$ cat config.mk
export PLATFORM = sky130hd
export DESIGN_NAME = gain_step_ind
export DESIGN_NICKNAME = d
export VERILOG_FILES = /design/src/rtl/gsi_pkg.sv /design/src/rtl/gsi_mag_stage.sv /design/src/rtl/gsi_dwell_timer.sv /design/src/rtl/gsi_min_hold.sv /design/src/rtl/gain_step_ind.sv
export SDC_FILE = /design/constraint.sdc
export NUM_CORES = 1
export LEC_CHECK = 0
export BUFFER_PORTS_ARGS = -buffer_cell sky130_fd_sc_hd__buf_4
export CAP_MARGIN = 20
export CORE_MARGIN = 8
export CORE_UTILIZATION = 59
export CTS_CLUSTER_SIZE = 20
export DETAILED_ROUTE_END_ITERATION = 8
export PLACE_DENSITY_LB_ADDON = 0.25
export SKIP_CTS_REPAIR_TIMING = 1
export SLEW_MARGIN = 15
export SYNTH_ARGS = -nofsm -noshare
export SYNTH_HDL_FRONTEND = slang
export SYNTH_SLANG_ARGS = --single-unit
export TNS_END_PERCENT = 50
$ cat constraint.sdc
create_clock -name clk -period 5.1 [get_ports clk]
set_input_delay 1.02 -clock clk [delete_from_list [all_inputs] [get_ports clk]]
set_output_delay 1.02 -clock clk [all_outputs]
set_load 0.01 [all_outputs]
$ cat src/rtl/gsi_pkg.sv
package gsi_pkg;
  // Raw compare events, one bit per output flag that has its own stretcher.
  typedef struct packed {
    logic coarse_up;
    logic fine_up;
    logic fine_low;
    logic inc;
  } gsi_raw_t;

  localparam int unsigned GSI_NUM_FLAGS = $bits(gsi_raw_t);
endpackage

$ cat src/rtl/gsi_mag_stage.sv
module gsi_mag_stage #(
  parameter int unsigned SAMPLE_W = 14,
  parameter int unsigned COARSE_W = 3
) (
  input  logic                       clk,
  input  logic                       rst,
  input  logic signed [SAMPLE_W-1:0] sample_i,
  input  logic [COARSE_W-1:0]        coarse_thr_i,
  output logic [SAMPLE_W-2:0]        mag_q_o,
  output logic                       coarse_hit_o
);
  localparam int unsigned MAG_W = SAMPLE_W - 1;

  // Absolute value with saturation of the most negative code.
  function automatic logic [MAG_W-1:0] abs_sat(input logic signed [SAMPLE_W-1:0] s);
    logic [SAMPLE_W-1:0] neg;
    neg = ~s + 1'b1;
    if (!s[SAMPLE_W-1])        return s[MAG_W-1:0];
    else if (neg[SAMPLE_W-1])  return {MAG_W{1'b1}};
    else                       return neg[MAG_W-1:0];
  endfunction

  logic [MAG_W-1:0] mag_now;

  always_comb begin
    mag_now      = abs_sat(sample_i);
    coarse_hit_o = mag_now[MAG_W-1 -: COARSE_W] > coarse_thr_i;
  end

  always_ff @(posedge clk) begin
    if (rst) mag_q_o <= '0;
    else     mag_q_o <= mag_now;
  end
endmodule

$ cat src/rtl/gsi_dwell_timer.sv
module gsi_dwell_timer #(
  parameter int unsigned DWELL_W = 16
) (
  input  logic               clk,
  input  logic               rst,
  input  logic               below_i,
  input  logic [DWELL_W-1:0] dwell_i,
  output logic               due_o
);
  logic [DWELL_W-1:0] run_q;
  logic [DWELL_W:0]   run_incl;
  logic [DWELL_W:0]   target;

  function automatic logic [DWELL_W:0] eff_dwell(input logic [DWELL_W-1:0] d);
    return (d == '0) ? {{DWELL_W{1'b0}}, 1'b1} : {1'b0, d};
  endfunction

  always_comb begin
    run_incl = {1'b0, run_q} + 1'b1;
    target   = eff_dwell(dwell_i);
    due_o    = below_i && (run_incl >= target);
  end

  always_ff @(posedge clk) begin
    if (rst)                     run_q <= '0;
    else if (!below_i)           run_q <= '0;
    else if (run_q != '1)        run_q <= run_q + 1'b1;
  end
endmodule

$ cat src/rtl/gsi_min_hold.sv
module gsi_min_hold (
  input  logic clk,
  input  logic rst,
  input  logic raw_i,
  output logic flag_o
);
  logic fresh_q;

  always_ff @(posedge clk) begin
    if (rst) begin
      flag_o  <= 1'b0;
      fresh_q <= 1'b0;
    end else begin
      flag_o  <= raw_i | (flag_o & fresh_q);
      fresh_q <= raw_i & ~flag_o;
    end
  end
endmodule

$ cat src/rtl/gain_step_ind.sv
module gain_step_ind #(
  parameter int unsigned SAMPLE_W = 14,
  parameter int unsigned COARSE_W = 3,
  parameter int unsigned DWELL_W  = 16
) (
  input  logic                       clk,
  input  logic                       rst,
  input  logic signed [SAMPLE_W-1:0] sample_i,
  input  logic [COARSE_W-1:0]        coarse_thr_i,
  input  logic [SAMPLE_W-2:0]        fine_upper_i,
  input  logic [SAMPLE_W-2:0]        fine_lower_i,
  input  logic [DWELL_W-1:0]         dwell_i,
  output logic                       coarse_up_o,
  output logic                       fine_up_o,
  output logic                       fine_low_o,
  output logic                       inc_gain_o,
  output logic                       dec_gain_o
);
  import gsi_pkg::*;
  localparam int unsigned MAG_W = SAMPLE_W - 1;

  logic [MAG_W-1:0] mag_q;
  logic             coarse_raw;
  logic             fine_up_raw;
  logic             fine_low_raw;
  logic             inc_raw;
  gsi_raw_t         raw_evt;
  logic [GSI_NUM_FLAGS-1:0] raw_vec;
  logic [GSI_NUM_FLAGS-1:0] flag_vec;

  gsi_mag_stage #(.SAMPLE_W(SAMPLE_W), .COARSE_W(COARSE_W)) u_mag (
    .clk(clk), .rst(rst), .sample_i(sample_i), .coarse_thr_i(coarse_thr_i),
    .mag_q_o(mag_q), .coarse_hit_o(coarse_raw)
  );

  always_comb begin
    fine_up_raw  = mag_q > fine_upper_i;
    fine_low_raw = mag_q < fine_lower_i;
  end

  gsi_dwell_timer #(.DWELL_W(DWELL_W)) u_dwell (
    .clk(clk), .rst(rst), .below_i(fine_low_raw), .dwell_i(dwell_i), .due_o(inc_raw)
  );

  always_comb begin
    raw_evt.coarse_up = coarse_raw;
    raw_evt.fine_up   = fine_up_raw;
    raw_evt.fine_low  = fine_low_raw;
    raw_evt.inc       = inc_raw;
    raw_vec           = raw_evt;
  end

  for (genvar g = 0; g < GSI_NUM_FLAGS; g++) begin : g_hold
    gsi_min_hold u_hold (.clk(clk), .rst(rst), .raw_i(raw_vec[g]), .flag_o(flag_vec[g]));
  end

  always_comb begin
    coarse_up_o = flag_vec[3];
    fine_up_o   = flag_vec[2];
    fine_low_o  = flag_vec[1];
    inc_gain_o  = flag_vec[0];
    dec_gain_o  = coarse_up_o | fine_up_o;
  end
endmodule

Word level (Yosys, flattened, before mapping) --
Cells that the tools add are included.
Word-level totals: latch bits 0, word-level logic and storage cells 43, memories kept 0, ROM bits 0, register bits 37, memory bits (writable) 0, input port bits 61
Cells by class: bitwise logic cells 19, shift operators 0, multiply operators 0, $lt $le $gt $ge 4, add/sub/neg operators 3, div/mod/pow operators 0, reductions and logical operators 3, equality and inequality tests 1, multiplexer cells 3
Operator list (count):
- $mux W13 | 2
- $add A16 B1 Y17 const B | 1
- $ge A17 B17 Y1 | 1
- $add A16 B1 Y16 const B | 1
- $logic_not A16 Y1 | 1
- $mux W16 | 1
- $ne A16 B16 Y1 const B | 1
- $add A14 B1 Y14 const B | 1
- $not A14 Y14 | 1
- $gt A13 B13 Y1 | 1
- $lt A13 B13 Y1 | 1
- $and A1 B1 Y1 | 8
- $not A1 Y1 | 5
- $or A1 B1 Y1 | 5
- $gt A3 B3 Y1 | 1
- $reduce_or A2 Y1 | 1
- $logic_and A1 B1 Y1 | 1

Logic depth before layout (Yosys ltp) --
Gate-level depths: netlist (run 1).
word-level depth 6, depth in mapped cells 12

Hierarchy --
From an unflattened synthesis (run 1), not the netlist that was laid out.
Unflattened totals: cell total of the unflattened synthesis 357, area, all modules 2934.1 µm²
By module, submodules not included:
- gsi_dwell_timer | area an instance 1296.2 µm², cells each 161, sequential area each 320.3 µm², times used 1
- gsi_mag_stage | area an instance 760.7 µm², cells each 88, sequential area each 260.2 µm², times used 1
- gain_step_ind | area an instance 631.9 µm², cells each 88, sequential area each 0.0 µm², times used 1
- gsi_min_hold | area an instance 61.3 µm², cells each 5, sequential area each 40.0 µm², times used 4

Least setup slack after synthesis (run 1) --
No wires, ideal clock.
path type input to register, from input port sample_i[9], to register g_hold[3].u_hold.flag_o, path buffers 0, arrival time 3.196 ns, required time 4.977 ns, cell stages on the path 9, path slack 1.781 ns, library setup time 0.123 ns, cells stage by stage or4_4 -> or4b_2 -> a21oi_1 -> a31oi_1 -> ha_1 -> nor2b_1 -> o21a_1 -> o21ai_0 -> nand2_1
Between the ends: longest elaborated chain between the ends 6
Ends and longest elaborated chain:
- from (decl) | line gain_step_ind.sv:8 | input logic signed [SAMPLE_W-1:0] sample_i,
- $not A14 Y14 | line gsi_mag_stage.sv:17 | neg = ~s + 1'b1;
- $add A14 B1 Y14 | line gsi_mag_stage.sv:17
- $mux W13 | line gsi_mag_stage.sv:19 | else if (neg[SAMPLE_W-1]) return {MAG_W{1'b1}};
- $mux W13 | line gsi_mag_stage.sv:18 | if (!s[SAMPLE_W-1]) return s[MAG_W-1:0];
- via u_mag.mag_now[11] | line gsi_mag_stage.sv:23 | logic [MAG_W-1:0] mag_now;
- $gt A3 B3 Y1 | line gsi_mag_stage.sv:27 | coarse_hit_o = mag_now[MAG_W-1 -: COARSE_W] > coarse_thr_i;
- $or A1 B1 Y1 | line gsi_min_hold.sv:14 | flag_o <= raw_i | (flag_o & fresh_q);
- to (signal assigned) | line gsi_min_hold.sv:14
- to (decl) | line gsi_min_hold.sv:5 | output logic flag_o
The timed path passes the listed nets, and every way through them passes these cells. A chain may end at the register's enable or synchronous reset.

Worst setup path in the final report (run 1) --
Same ends and word-level chain as after synthesis.

==> impl_metrics.yaml, run 1 <==
placed_design:
  place_hpwl_um: 5403
  io_buffers: 65
  gp_congestion: 0.9134
  placed_area_sq_um: 3311
run:
  max-cap-violations: 0
cells_and_area:
  area_delta_synth_final_pct: 22.70
  n_fill_cell: 378
  diodes: 0
  final_area_sq_um: 3422
  multi_input_area_sq_um: 1782
  regArea_sq_um: 740.7
  layout-drive-gt1-share_pct: 19.18
  finish.net_count: 523
timing:
  fin_crit_sh_pct: 64.80
  maxSlewViolCount: 0
  tns_ps: 0
  min_period_ps: 3305
  tightest_slew_ps: 560.7
  hold_viol: 0
  slew_headroom_pct: 62.62
  fmaxAchievable_mhz: 302.6
  clock_skew_ps: 6.154
  rsz0062_at_grt: "false"
  setup_violations: 0
clock_network:
  cts_buffers: 5
  cts_tree: "built"
  clk_pin_slew_worst_paths_ps: 70
  cts_sinks: 37
  ctsHtreeMaxLevel: 2
  insertion_delay_ps: 290
  ctsRootBufferMaster: "clkbuf_8"
  cts.path.max_buffers: 2
drt:
  ant_nets: 0
  viasPerCell: 5.594
  wl_per_cell_um: 13.92
  vias: 2635
  remaining_drc_errors: 0
  drt_iter0_markers: 120
  drt-pass1-iter-count: 4
  wl_um: 6558
pwr:
  clockPowerShare_pct: 33.6
  swShare_pct: 26.55
  p_switching_uw: 194.1
  share_seq_of_total_power_pct: 43.4
  power_uw: 731.1
  combPwrFrac_pct: 22.9
  cellLeakagePower_nw: 1.792
  power_density_nw_per_um2: 213.7
  intPower_uw: 537.0
  vdd_drop_max_mv: 0.1981
synthesis:
  yosysTopAreaCell: "dfxtp_1"
  yosysSeqAreaShare_pct: 26.56
  synth.avg_cell_area_sq_um: 7.923
  syn_inst: 352
  synthTopCellsByArea: "dfxtp_1 27%, ha_1 21%, inv_1 8.1%, a21oi_1 5.9%, xor2_1 4.1%"
  ys_async_sr_fraction_pct: 0
  ys_types: 46
  synth-seq-cells: 37
  netlist_area_sq_um: 2789
  synth_edf_count: 0
  yosys_most_used_dff: "dfxtp_1"
  yosysTopAreaCellShare_pct: 26.56
  ys.warnings.count: 0
  syn-num-nets: 459
setup_path:
  critical_path.cell_chain: "buf_4, or4_4, or4b_2, a21oi_1, a31oi_1, ha_1, nor2b_1, o21a_1, o21ai_0, nand2_1"
  cp_slowest_cell: "or4b_2"
  cp.arrival_ps: 3480
  regToRegSetupSlack_ps: 2360
  crit-reg2reg-launch: "u_dwell.run_q[0]"
  critPathKind: "in2reg"
  critPathMaxFanout: 4
  cp_top_family: "simple AND/OR/NAND/NOR gates"
  startpoint_type: "primary input"
  cp.required_ps: 5270
  critPathMaxStageDelay_ps: 610
  r2r-end: "g_hold[0].u_hold.flag_o"
  end_kind: "flop"
  critPathBufInv: 1
  r2r_cells: 12
floorplanning:
  io_pins: 66
  rows: 25
  die-area_sq_um: 7183
  die_x_um: 84.76
  core_area_sq_um: 4629
  fp.dieH_um: 84.76
  start_util_pct: 60.24
grt:
  use_met2_pct: 30.78
  use_met1_pct: 23.37
  grt-busiest-layer: "met2"
  grtUsageMet3_pct: 5.366
  grt_pass1_wl_um: 11300
  grt-ovfl-total: 0
  grt_max_degree: 21
  grt_usage_pct: 18.82
  antenna_found_initial: 0
  grt_pass1_vias: 2624
worst_hold_path:
  min_path_cells: 2
  hold_path_end: "g_hold[1].u_hold.flag_o"
  hp-start: "g_hold[1].u_hold.fresh_q"
  worstHoldPathType: "reg2reg"
status:
  run_status: "finished, final reports clean"
[cell usage after synthesis (all sizes together) (5+ instances only)]
cell,count
inv,60
ha,46
dfxtp,37
a21oi,34
nor2,24
nand2,21
o21ai,13
xor2,13
nand4,11
xnor2,10
nand3,9
clkbuf,8
nor2b,7
a211oi,5
a31oi,5
nor3,5
[cell families after synthesis]
kind of cell / synth area share, %
xor+xnor: 7.223
simple gates: 18.62
flops: 26.56
buf+inv: 9.556
mux: 0.7178
fa+ha+maj: 20.64
compound gates: 16.69
[layout make-up]
class	instances	area share, %
repair buffers	66	14.48
clock buffers	6	2.121
clock inverters	2	1.133
multi-input cells	246	52.07
well taps	54	1.974
flip-flops and latches	37	21.65
inverters	60	6.581
[worst max path at each step]
stage                            from                       to  slack, ps  depth (start not counted)
after CTS                 sample_i[9]  g_hold[3].u_hold.flag_o       1820                         10
after floorplan           sample_i[9]  g_hold[3].u_hold.flag_o       1780                          9
after global placement    sample_i[9]  g_hold[3].u_hold.flag_o       1600                         10
after detailed placement  sample_i[9]  g_hold[3].u_hold.flag_o       1500                         10
after global routing      sample_i[9]  g_hold[3].u_hold.flag_o       1750                         10
final                     sample_i[9]  g_hold[3].u_hold.flag_o       1800                         10
[per-stage QoR]
step | hold slack [ps] | setup slack (ps) | util [%] | std cells
final | 445.7 | 1795 | 73.92 | 471
after floorplan | 421.4 | 1781 | - | 352
after CTS | 447.3 | 1821 | 73.92 | 471
after global routing | 477.2 | 1748 | 73.92 | 471
after global placement | 423.1 | 1598 | 71.51 | 463
after detailed placement | 429.7 | 1500 | 71.51 | 463
[flip-flops by register name, indices dropped and copies added, names as in the netlist]
name	flops
u_mag.mag_q_o	13
u_dwell.run_q	16
g_hold.u_hold.fresh_q	4
g_hold.u_hold.flag_o	4
[power by group through the flow]
| stage | Clock (mW) | Sequential (mW) | Combinational [mW] |
|---|---|---|---|
| 2_1_floorplan | 0 | 0.320 | 0.0949 |
| 3_3_place_gp | 0 | 0.323 | 0.160 |
| 3_5_place_dp | 0 | 0.324 | 0.167 |
| 4_1_cts | 0.252 | 0.317 | 0.168 |
| 5_1_grt | 0.265 | 0.319 | 0.191 |
| 6_report | 0.246 | 0.317 | 0.168 |
[metal layers]
metal	vias up	routed length, um
met1	1206	3012
li1	1349	-
met3	8	403
met2	72	3056
met5	-	0
met4	0	86
[worst register-to-register path, delay by kind of cell, from the launching register on]
kind            cells  cell delay, ps
flops               1             430
compound gates      3             380
buf+inv             1              70
xor+xnor            1             140
fa+ha+maj           2             530
simple gates        5            1060
[cell usage in the layout (no fill, tap or decap), types with 2 or more instances in the layout]
cell	Yosys	layout
nand2b_1	2	2
and3_1	2	2
dfxtp_1	37	37
and4_1	2	2
o21a_1	3	3
nor2b_1	7	7
buf_4	0	66
o31ai_1	2	2
a211oi_1	5	5
a311oi_1	2	2
a21o_1	2	2
or2_2	2	2
xor2_1	13	13
nand3b_1	2	2
inv_1	60	60
ha_1	46	46
nand2_1	21	21
a21oi_1	33	33
xnor2_1	10	10
nor2_1	24	24
o41ai_1	2	2
nand3_1	9	9
nor3_1	5	5
nor4_1	3	3
nand4_1	11	11
or3_1	2	2
o21ai_0	13	12
a31oi_1	5	5
clkbuf_8	0	5
mux2i_1	2	2
No activity file was read; power rests on OpenSTA's default activity.
==> run 2: changes to the inputs <==
--- a/config.mk
+++ b/config.mk
@@ -5,10 +5,11 @@
 export SDC_FILE = /design/constraint.sdc
 export NUM_CORES = 1
 export LEC_CHECK = 0
+export ABC_AREA = 1
 export BUFFER_PORTS_ARGS = -buffer_cell sky130_fd_sc_hd__buf_4
 export CAP_MARGIN = 20
 export CORE_MARGIN = 8
-export CORE_UTILIZATION = 59
+export CORE_UTILIZATION = 55
 export CTS_CLUSTER_SIZE = 20
 export DETAILED_ROUTE_END_ITERATION = 8
 export PLACE_DENSITY_LB_ADDON = 0.25
==> constraint.sdc (replaced) <==
create_clock -name clk -period 3.4 [get_ports clk]
set_input_delay 0.68 -clock clk [delete_from_list [all_inputs] [get_ports clk]]
set_output_delay 0.68 -clock clk [all_outputs]
set_load 0.01 [all_outputs]
==> impl_metrics.yaml, run 2 <==
status:
  run_status: "finished, final reports clean"
pwr:
  intPower_uw: 818.2
  combPwrFrac_pct: 22.7
  swShare_pct: 27.13
  power_mw: 1.123
  vdd_drop_max_mv: 0.3191
  clockPowerShare_pct: 35.1
  cellLeakagePower_nw: 1.988
  p_switching_uw: 304.7
  share_seq_of_total_power_pct: 42.2
  power_density_nw_per_um2: 310.9
timing:
  maxSlewViolCount: 0
  layout_setup_ws_ps: 975.7
  fmaxAchievable_mhz: 412.5
  clock_skew_ps: 10.54
  rsz0062_at_grt: "false"
  hold_viol: 0
  tns_ps: 0
  min_period_ps: 2424
  setup_violations: 0
  fin_crit_sh_pct: 71.30
  slew_headroom_pct: 72.43
  tightest_slew_ps: 412.3
setup_path:
  end_kind: "flop"
  startpoint_type: "flop"
  critPathBufInv: 2
  critPathMaxStageDelay_ps: 410
  cp_top_family: "simple AND/OR/NAND/NOR gates"
  cp_slowest_cell: "dfxtp_1"
  critPathKind: "reg2reg"
  critical_path.cell_chain: "ha_1, nand3_2, inv_2, nand2_2, nor2_1, xor2_1, ha_1, nand2_1, inv_1, nand2_1, nand2_1, a21oi_1, nand4_1, nand2_1, nand2_1"
  critPathMaxFanout: 4
  crit_top_cell: "nand2_1"
  cp.required_ps: 3590
  cp.arrival_ps: 2620
grt:
  antenna_found_initial: 0
  grt-ovfl-total: 0
  grt_pass1_vias: 2758
  grt_pass1_wl_um: 11680
  grt_usage_pct: 18.17
  grt_max_degree: 20
synthesis:
  syn_inst: 421
  synthTopCellsByCount: "73 x inv_1, 72 x nand2_1, 58 x nor2_1"
  yosysSeqAreaShare_pct: 25.12
  synthMuxAreaShare_pct: 0
  ys.warnings.count: 0
  yosysTopAreaCellShare_pct: 25.12
  synthAdderAreaFrac_pct: 19.52
  synth_edf_count: 0
  yosysTopAreaCell: "dfxtp_1"
  synth-seq-cells: 37
  yosys_most_used_dff: "dfxtp_1"
  synthTopCellsByArea: "dfxtp_1 25%, ha_1 20%, inv_1 9.3%, nand2_1 9.2%, nor2_1 7.4%"
  ys_async_sr_fraction_pct: 0
  synth-simple-area-share_pct: 28.55
  synthXorXnorAreaFrac_pct: 5.600
  syn-num-nets: 528
  synth-compound-area-share_pct: 10.14
  synth.avg_cell_area_sq_um: 7.005
  ys_types: 38
  synth_top_family_by_area: "simple AND/OR/NAND/NOR gates"
  netlist_area_sq_um: 2949
  synth.most_common_cell: "inv_1"
clock_network:
  clk_pin_slew_worst_paths_ps: 80
  ctsRootBufferMaster: "clkbuf_8"
  ctsHtreeMaxLevel: 2
  cts.path.max_buffers: 2
  cts_sinks: 37
  cts_tree: "built"
  cts_buffers: 5
  insertion_delay_ps: 290
cells_and_area:
  area_delta_synth_final_pct: 22.49
  final_cell_mix: "73 x inv_1, 72 x nand2_1, 65 x buf_4"
  final_area_sq_um: 3612
  largest_reg_flops: 16
  diodes: 0
  top_register: "u_dwell.run_q"
  layout-drive-gt1-share_pct: 18.61
  regArea_sq_um: 740.7
  n_fill_cell: 475
  reg_top3: "u_dwell.run_q: 16 flops, u_mag.mag_q_o: 13 flops"
  finish.net_count: 595
  fin_cells: 559
  multi_input_area_sq_um: 1882
  final_common_cell: "inv_1"
placed_design:
  place_hpwl_um: 5678
  pre_cts_slack_ps: 807.6
  place_inst: 551
  placed_area_sq_um: 3492
  gp_congestion: 0.9011
  io_buffers: 65
drt:
  wl_um: 6789
  drt_iter0_markers: 145
  vias: 2812
  viasPerCell: 5.030
  ant_nets: 0
  wl_per_cell_um: 12.14
  remaining_drc_errors: 0
  drt-pass1-iter-count: 4
floorplanning:
  io_pins: 66
  die_x_um: 89.23
  die-area_sq_um: 7961
  core_area_sq_um: 5140
  start_util_pct: 57.38
  fp.dieH_um: 89.23
  rows: 26
run:
  max-cap-violations: 0
worst_hold_path:
  worstHoldPathType: "reg2reg"
[run 2: cells by family after synthesis]
logic type	after synthesis
and+or+nand+nor	182
buffers and inverters	83
AOI/OAI and AO/OA	55
adders and majority gates	46
DFF	37
xor gates and xnor gates	18
[run 2: final cells by class]
| class | count | area share [%] |
|---|---|---|
| multi-input cells | 301 | 52.10 |
| flip-flops and latches | 37 | 20.51 |
| repair buffers | 65 | 13.51 |
| inverters | 78 | 8.140 |
| well taps | 70 | 2.425 |
| clock buffers | 6 | 2.286 |
| clock inverters | 2 | 1.039 |
[run 2: routing by layer]
| metal | up-vias | routed length, um | global-route usage, % |
|---|---|---|---|
| met4 | 0 | 72 | 5.740 |
| met3 | 6 | 353 | 2.849 |
| met5 | - | 0 | 0 |
| met1 | 1240 | 3197 | 23.29 |
| met2 | 76 | 3166 | 30.30 |
| li1 | 1490 | - | - |
[run 2: worst reg2reg max path: stages (launching register included)]
cell and delay (ps):
dfxtp_1 410, ha_1 230, nand3_2 130, inv_2 110, nand2_2 90, nor2_1 120
xor2_1 250, ha_1 300, nand2_1 130, inv_1 50, nand2_1 60, nand2_1 50
a21oi_1 120, nand4_1 140, nand2_1 110, nand2_1 50
[run 2: final timing paths]
path,slack (ps),from,to,cells after the start
max reg2reg,980,u_dwell.run_q[0],g_hold[0].u_hold.flag_o,15
max,980,u_dwell.run_q[0],g_hold[0].u_hold.flag_o,15
min,440,g_hold[0].u_hold.flag_o,g_hold[0].u_hold.fresh_q,1
min reg2reg,440,g_hold[0].u_hold.flag_o,g_hold[0].u_hold.fresh_q,1
[run 2: power groups by stage]
stage | Sequential, mW | Combinational [mW] | Clock, mW
floorplan | 0.479 | 0.149 | 0
global placement | 0.482 | 0.243 | 0
detailed placement | 0.483 | 0.253 | 0
CTS | 0.473 | 0.255 | 0.399
global route | 0.476 | 0.292 | 0.415
finish | 0.473 | 0.255 | 0.395
[run 2: stage by stage]
step | util [%] | hold WS, ps
2_1_floorplan | - | 430.4
3_3_place_gp | 67.94 | 423.7
3_5_place_dp | 67.94 | 433.2
4_1_cts | 70.28 | 446.0
5_1_grt | 70.28 | 461.7
6_report | 70.28 | 442.3
